<file path="src/rtl/tmr_pkg.sv">
package tmr_pkg;

   typedef enum logic [1:0] {
      CLR_NONE = 2'b00,
      CLR_A    = 2'b01,
      CLR_B    = 2'b10,
      CLR_SYNC = 2'b11
   } clr_sel_e;

   typedef enum logic [1:0] {
      EDGE_RISE = 2'b00,
      EDGE_FALL = 2'b01,
      EDGE_BOTH = 2'b10,
      EDGE_BTH2 = 2'b11
   } edge_sel_e;

   // packed MSB first: sync_join is bit 10, clk_sel is bits [2:0]
   typedef struct packed {
      logic      sync_join;
      logic      phase;
      logic      cap_b;
      logic      cap_a;
      clr_sel_e  clr_sel;
      edge_sel_e edge_sel;
      logic [2:0] clk_sel;
   } cfg_t;

   localparam int CFG_W = $bits(cfg_t);

endpackage

</file>
<file path="src/rtl/tmr_prescaler.sv">
module tmr_prescaler #(
   parameter int STAGES = 3
) (
   input  logic              clk,
   input  logic              rst_n,
   output logic [STAGES:0]   taps
);

   logic [STAGES-1:0] div_q;

   always_ff @(posedge clk or negedge rst_n) begin
      if (!rst_n) div_q <= '0;
      else        div_q <= div_q + 1'b1;
   end

   // tap k pulses once per 2**k clocks (on the cycle before bit k-1 falls)
   assign taps[0] = 1'b1;
   for (genvar k = 1; k <= STAGES; k++) begin : g_tap
      assign taps[k] = &div_q[k-1:0];
   end

endmodule

</file>
<file path="src/rtl/tmr_edge_sync.sv">
module tmr_edge_sync #(
   parameter int W = 1
) (
   input  logic         clk,
   input  logic         rst_n,
   input  logic [W-1:0] pin,
   output logic [W-1:0] cur,
   output logic [W-1:0] prev
);

   logic [W-1:0] meta_q, sync_q, hist_q;

   always_ff @(posedge clk or negedge rst_n) begin
      if (!rst_n) begin
         meta_q <= '0;
         sync_q <= '0;
         hist_q <= '0;
      end else begin
         meta_q <= pin;
         sync_q <= meta_q;
         hist_q <= sync_q;
      end
   end

   assign cur  = sync_q;
   assign prev = hist_q;

endmodule

</file>
<file path="src/rtl/tmr_gen_reg.sv">
module tmr_gen_reg #(
   parameter int CNT_W = 16
) (
   input  logic             clk,
   input  logic             rst_n,
   input  logic             we,
   input  logic [CNT_W-1:0] wdata,
   input  logic             cap_mode,
   input  logic             cap_edge,
   input  logic [CNT_W-1:0] count,
   output logic [CNT_W-1:0] value,
   output logic             match,
   output logic             evt
);

   always_ff @(posedge clk or negedge rst_n) begin
      if (!rst_n)                    value <= '1;
      else if (we)                   value <= wdata;
      else if (cap_mode && cap_edge) value <= count;
   end

   assign match = !cap_mode && (count == value);
   assign evt   = cap_mode ? cap_edge : match;

endmodule

</file>
<file path="src/rtl/tmr_channel.sv">
module tmr_channel
   import tmr_pkg::*;
#(
   parameter int CNT_W        = 16,
   parameter int PRESC_STAGES = 3,
   parameter int EXT_PINS     = 4
) (
   input  logic                clk,
   input  logic                rst_n,
   input  logic                cfg_we,
   input  logic [10:0]         cfg_wdata,
   input  logic                gr_a_we,
   input  logic                gr_b_we,
   input  logic [CNT_W-1:0]    gr_wdata,
   input  logic [EXT_PINS-1:0] ext_clk,
   input  logic                cap_pin_a,
   input  logic                cap_pin_b,
   input  logic                phase_up,
   input  logic                phase_dn,
   input  logic                sync_clr_in,
   output logic [CNT_W-1:0]    count,
   output logic [CNT_W-1:0]    gr_a,
   output logic [CNT_W-1:0]    gr_b,
   output logic                match_a,
   output logic                match_b,
   output logic                overflow,
   output logic                sync_clr_out
);

   localparam int NUM_TAPS = PRESC_STAGES + 1;
   localparam int SEL_SLOTS = 4;   // codes per half of the clock-select field

   if (CNT_W < 2 || CNT_W > 32)
      $error("tmr_channel: CNT_W must be 2..32");
   if (PRESC_STAGES < 1 || PRESC_STAGES > 3)
      $error("tmr_channel: PRESC_STAGES must be 1..3");
   if (EXT_PINS < 1 || EXT_PINS > SEL_SLOTS)
      $error("tmr_channel: EXT_PINS must be 1..4");
   if (CFG_W != 11)
      $error("tmr_channel: configuration word must be 11 bits");

   // ---------------- configuration register ----------------
   cfg_t cfg_q;
   always_ff @(posedge clk or negedge rst_n) begin
      if (!rst_n)      cfg_q <= '0;
      else if (cfg_we) cfg_q <= cfg_t'(cfg_wdata);
   end

   logic [1:0] clr_sel_w;
   logic       cap_a_w, phase_w, sync_join_w;
   assign clr_sel_w   = cfg_q.clr_sel;
   assign cap_a_w     = cfg_q.cap_a;
   assign phase_w     = cfg_q.phase;
   assign sync_join_w = cfg_q.sync_join;

   // ---------------- internal prescaler taps ----------------
   logic [PRESC_STAGES:0] taps;
   logic [SEL_SLOTS-1:0]  tap_slot;

   tmr_prescaler #(.STAGES(PRESC_STAGES)) i_presc (
      .clk(clk), .rst_n(rst_n), .taps(taps)
   );

   for (genvar i = 0; i < SEL_SLOTS; i++) begin : g_tap_slot
      if (i < NUM_TAPS) begin : g_used
         assign tap_slot[i] = taps[i];
      end else begin : g_unused
         assign tap_slot[i] = 1'b0;
      end
   end

   // ---------------- external pins and capture pins ----------------
   logic [EXT_PINS+1:0] pin_cur, pin_prev;
   logic [SEL_SLOTS-1:0] ext_rise, ext_fall;
   logic [1:0]           cap_rise;

   tmr_edge_sync #(.W(EXT_PINS + 2)) i_sync (
      .clk(clk), .rst_n(rst_n),
      .pin({cap_pin_b, cap_pin_a, ext_clk}),
      .cur(pin_cur), .prev(pin_prev)
   );

   for (genvar i = 0; i < SEL_SLOTS; i++) begin : g_ext_slot
      if (i < EXT_PINS) begin : g_used
         assign ext_rise[i] =  pin_cur[i] & ~pin_prev[i];
         assign ext_fall[i] = ~pin_cur[i] &  pin_prev[i];
      end else begin : g_unused
         assign ext_rise[i] = 1'b0;
         assign ext_fall[i] = 1'b0;
      end
   end
   assign cap_rise = pin_cur[EXT_PINS+1:EXT_PINS] & ~pin_prev[EXT_PINS+1:EXT_PINS];

   // ---------------- count source selection ----------------
   logic int_tick, ext_tick, step_up, step_dn;

   always_comb begin
      int_tick = tap_slot[cfg_q.clk_sel[1:0]];
      unique case (cfg_q.edge_sel)
         EDGE_RISE: ext_tick = ext_rise[cfg_q.clk_sel[1:0]];
         EDGE_FALL: ext_tick = ext_fall[cfg_q.clk_sel[1:0]];
         default:   ext_tick = ext_rise[cfg_q.clk_sel[1:0]] | ext_fall[cfg_q.clk_sel[1:0]];
      endcase
      if (phase_w) begin
         step_up = phase_up & ~phase_dn;
         step_dn = phase_dn & ~phase_up;
      end else begin
         step_up = cfg_q.clk_sel[2] ? ext_tick : int_tick;
         step_dn = 1'b0;
      end
   end

   // ---------------- general registers A and B ----------------
   logic [1:0]       gr_we, gr_cap, gr_match, gr_evt;
   logic [CNT_W-1:0] gr_val [2];

   assign gr_we  = {gr_b_we, gr_a_we};
   assign gr_cap = {cfg_q.cap_b, cap_a_w};

   for (genvar g = 0; g < 2; g++) begin : g_gr
      tmr_gen_reg #(.CNT_W(CNT_W)) i_gr (
         .clk(clk), .rst_n(rst_n),
         .we(gr_we[g]), .wdata(gr_wdata),
         .cap_mode(gr_cap[g]), .cap_edge(cap_rise[g]),
         .count(count),
         .value(gr_val[g]), .match(gr_match[g]), .evt(gr_evt[g])
      );
   end

   assign gr_a    = gr_val[0];
   assign gr_b    = gr_val[1];
   assign match_a = gr_match[0];
   assign match_b = gr_match[1];

   // ---------------- clear logic ----------------
   logic own_clr, clr;
   always_comb begin
      own_clr = (clr_sel_w == CLR_A && gr_evt[0]) ||
                (clr_sel_w == CLR_B && gr_evt[1]);
      clr     = own_clr ||
                (clr_sel_w == CLR_SYNC && sync_join_w && sync_clr_in);
   end
   assign sync_clr_out = own_clr;

   // ---------------- counter ----------------
   always_ff @(posedge clk or negedge rst_n) begin
      if (!rst_n) begin
         count    <= '0;
         overflow <= 1'b0;
      end else begin
         overflow <= 1'b0;
         if (clr) begin
            count <= '0;
         end else if (step_up) begin
            count    <= count + 1'b1;
            overflow <= &count;
         end else if (step_dn) begin
            count <= count - 1'b1;
         end
      end
   end

endmodule

</file>
<file path="config.mk">
export PLATFORM = sky130hd
export DESIGN_NAME = tmr_channel
export DESIGN_NICKNAME = d
export VERILOG_FILES = /design/src/rtl/tmr_pkg.sv /design/src/rtl/tmr_prescaler.sv /design/src/rtl/tmr_edge_sync.sv /design/src/rtl/tmr_gen_reg.sv /design/src/rtl/tmr_channel.sv
export SDC_FILE = /design/constraint.sdc
export NUM_CORES = 1
export LEC_CHECK = 0
export ABC_AREA = 1
export CAP_MARGIN = 40
export CORE_ASPECT_RATIO = 1.75
export CORE_UTILIZATION = 40
export DETAILED_ROUTE_END_ITERATION = 8
export GPL_TIMING_DRIVEN = 0
export PLACE_DENSITY_LB_ADDON = 0.2
export SLEW_MARGIN = 20
export SYNTH_ARGS = -nofsm -noshare
export SYNTH_HDL_FRONTEND = slang
export SYNTH_SLANG_ARGS = --single-unit
</file>
<file path="constraint.sdc">
create_clock -name clk -period 7.27 [get_ports clk]
set_input_delay 1.454 -clock clk [delete_from_list [all_inputs] [get_ports clk]]
set_output_delay 1.454 -clock clk [all_outputs]
set_load 0.03 [all_outputs]
</file>
==> results.ini <==
[run_status]
status=finished, final reports clean

[cts]
cts_root_buffer=clkbuf_16
cts_tree=built
postCtsHoldBufs=0
cts_sinks=81
cts_max_path_buffers=2
cts_resized=0
clkSlewWorstSetupHoldPaths_ps=70
cts_made_buffers=9
post-cts-setup-buffers=0
cts_max_level=3
insertion_delay_ps=350

[global_route]
grt_usage_pct=25.7
grt_pass1_vias=4876
grt_overflow_total=0
antenna_found_initial=0
grt_pass1_wl_um=25000
grt_max_degree=57

[timing]
fmax_mhz=219
fin_skew_ps=9.08
finalHoldViolCount=0
setup_violations=0
period_needed_ps=4570
max_slew.worst_pin.slew_ps=638
fin_ws_ps=2700
slew_headroom_pct=56.9
timing.hold.ws_ps=349
fin_tns_setup_ps=0
fin_crit_sh_pct=62.8
rsz0062_at_grt=no
maxSlewViolCount=0

[worst_setup_path]
crit_fanout=9
cpLargestDelayFamily=buffers and inverters
crit_top_cell=nand2_1
cp_data_arrival_time_ps=3110
critPathMaxStageDelay_ps=660
critPathRequiredTime_ps=5820
crit_slowest_cell=clkdlybuf4s50_1
start_kind=register
path_buf_inv=3
r2r_cells=20
worstPathCellList=clkbuf_1 > inv_1 > nand2_1 > nand4_1 > nor2_1 > nand2_1 > o21ai_0 > nand3_1 > nand2_1 > clkdlybuf4s50_1
reg2reg_to=count[12]
reg2reg_slack_ps=4380
end_kind=primary output
timing.rr.start=i_presc.div_q[0]
path_class=reg -> out

[floorplanning]
initial_core_util_pct=41.1
die_h_um=149
die_w_um=86.2
die-area_um2=12900
coreArea_um2=12100
rows=53
ios=93

[synthesis]
ys_types=47
yosysSeqAreaShare_pct=41.6
ys.warnings.count=0
syn_area_um2=4960
synthCells=647
synth_area_leaders=dfrtp_1 (25%), dfstp_2 (17%), nand2_1 (14%)
yosys_register_bits=81
yosysTopAreaCellShare_pct=24.7
yosysTopAreaCell=dfrtp_1
synth_nets=692
postSynthAreaPerCell_um2=7.67

[min_path]
worstHoldPathCells=0
min_from=i_sync.meta_q[4]
min_path_type=reg -> reg
holdPathEnd=i_sync.cur[4]

[routing]
vias=4758
avgRoutedWirePerCell_um=17.1
viasPerCell=5.18
drtIter0Drc=197
routed_wl_um=15700
drtAntennaViolNets=0
first_pass_iters=4
drc=0

[layout]
drive_gt1_share_pct=14.3
nFillCells=1183
diodes=0
stdcell_count=918
final_util_pct=52.7
area_growth_pct=28.2
fin_nets=793

[power_and_ir_drop]
vdd.ir_drop.worst_mv=0.141
p_leak_nw=2.92
power.density_nw_per_um2=378

[place]
dp_worst_setup_slack_ps=3080
globalplace.congestion=0.914
io_buffer_count=89
dp_hpwl_um=12200
dp_cells=902

[job]
drv_cap=0

[metrics by stage]
step	power, mW	area (um2)
2_1_floorplan	1.54	4960
3_3_place_gp	1.96	6060
3_5_place_dp	1.98	6090
4_1_cts	2.42	6370
5_1_grt	2.57	6370
6_report	2.41	6370
[synth_stat cells, drive strengths merged]
master	number
buf	19
nand2	195
or2	2
nor3	7
a21boi	2
o31ai	1
o21bai	2
a21oi	3
xor2	14
o211ai	17
nand3b	2
dfstp	32
xnor2	9
inv	70
mux2	3
o21ai	31
clkinv	2
nor4	6
a31oi	17
dfrtp	49
nor2	63
nand3	66
clkbuf	14
nand4	9
ha	4
o41ai	8
[per-layer routing]
| metal | up-vias | global-route usage, % | share of wire, % |
|---|---|---|---|
| li1 | 2309 | - | - |
| met1 | 2267 | 27.3 | 37 |
| met2 | 140 | 48.2 | 55 |
| met3 | 42 | 3.82 | 3.5 |
| met4 | 0 | 13.0 | 4.5 |
| met5 | - | 0 | 0 |
[cells by family (layout without fill, tap and decap cells)]
logic type      after synthesis  after routing  synth area share, %
simple gates                350            350                 31.7
buf+inv                     105            211                 9.10
compound gates               81             81                 11.1
flops                        81             81                 41.6
xor+xnor                     23             23                 4.74
fa+ha+maj                     4              4                 1.01
mux                           3              3                0.680
[state kept, by name, indices dropped and copies added, names as in the netlist]
| signal | flops |
|---|---|
| clr_sel_w | 2 |
| count | 16 |
| i_sync.cur | 6 |
| i_sync.prev | 6 |
| g_gr.i_gr.value | 32 |
| i_sync.meta_q | 6 |
| cap_a_w | 1 |
| phase_w | 1 |
| sync_join_w | 1 |
| cfg_q | 6 |
| overflow | 1 |
| i_presc.div_q | 3 |
[layout by cell type, fill, tap and decap left out, drive strengths merged]
cell and instances:
nand3 66, o21ai 31, nand4 9, nor3 7
o21bai 2, o31ai 1, buf 21, clkinvlp 3
clkbuf 23, a31oi 17, a21boi 2, clkinv 4
nand3b 2, nor4 6, a21oi 3, dfstp 32
nor2 63, xor2 14, inv 72, dfrtp 49
clkdlybuf4s50 88, or2 2, o41ai 8, xnor2 9
o211ai 17, nand2 195, ha 4, mux2 3
[layout make-up]
| class | instances | area [um2] | area share (%) |
|---|---|---|---|
| flip-flops and latches | 81 | 2070 | 32.5 |
| repair buffers | 90 | 916 | 14.4 |
| plain buffers | 33 | 179 | 2.81 |
| multi-input cells | 461 | 2450 | 38.4 |
| clock buffers | 9 | 225 | 3.54 |
| inverters | 72 | 273 | 4.28 |
| well taps | 165 | 206 | 3.24 |
| clock inverters | 7 | 53.8 | 0.845 |
[power breakdown]
| group | internal (mW) | switching, mW |
|---|---|---|
| registers | 0.577 | 0.105 |
| logic | 0.472 | 0.817 |
| clock network | 0.234 | 0.204 |
| total | 1.28 | 1.13 |
[worst max-delay path by stage]
stage             start  slack, ps  depth (start not counted)               end
2_1_floorplan  phase_up       4010                         17         count[15]
3_3_place_gp      rst_n       1770                          1  i_sync.meta_q[0]
3_5_place_dp   count[9]       3080                         10      sync_clr_out
4_1_cts        count[9]       2680                         10      sync_clr_out
5_1_grt        count[9]       2570                         10      sync_clr_out
6_report       count[9]       2700                         10      sync_clr_out
(Power assumes the default switching activity.)
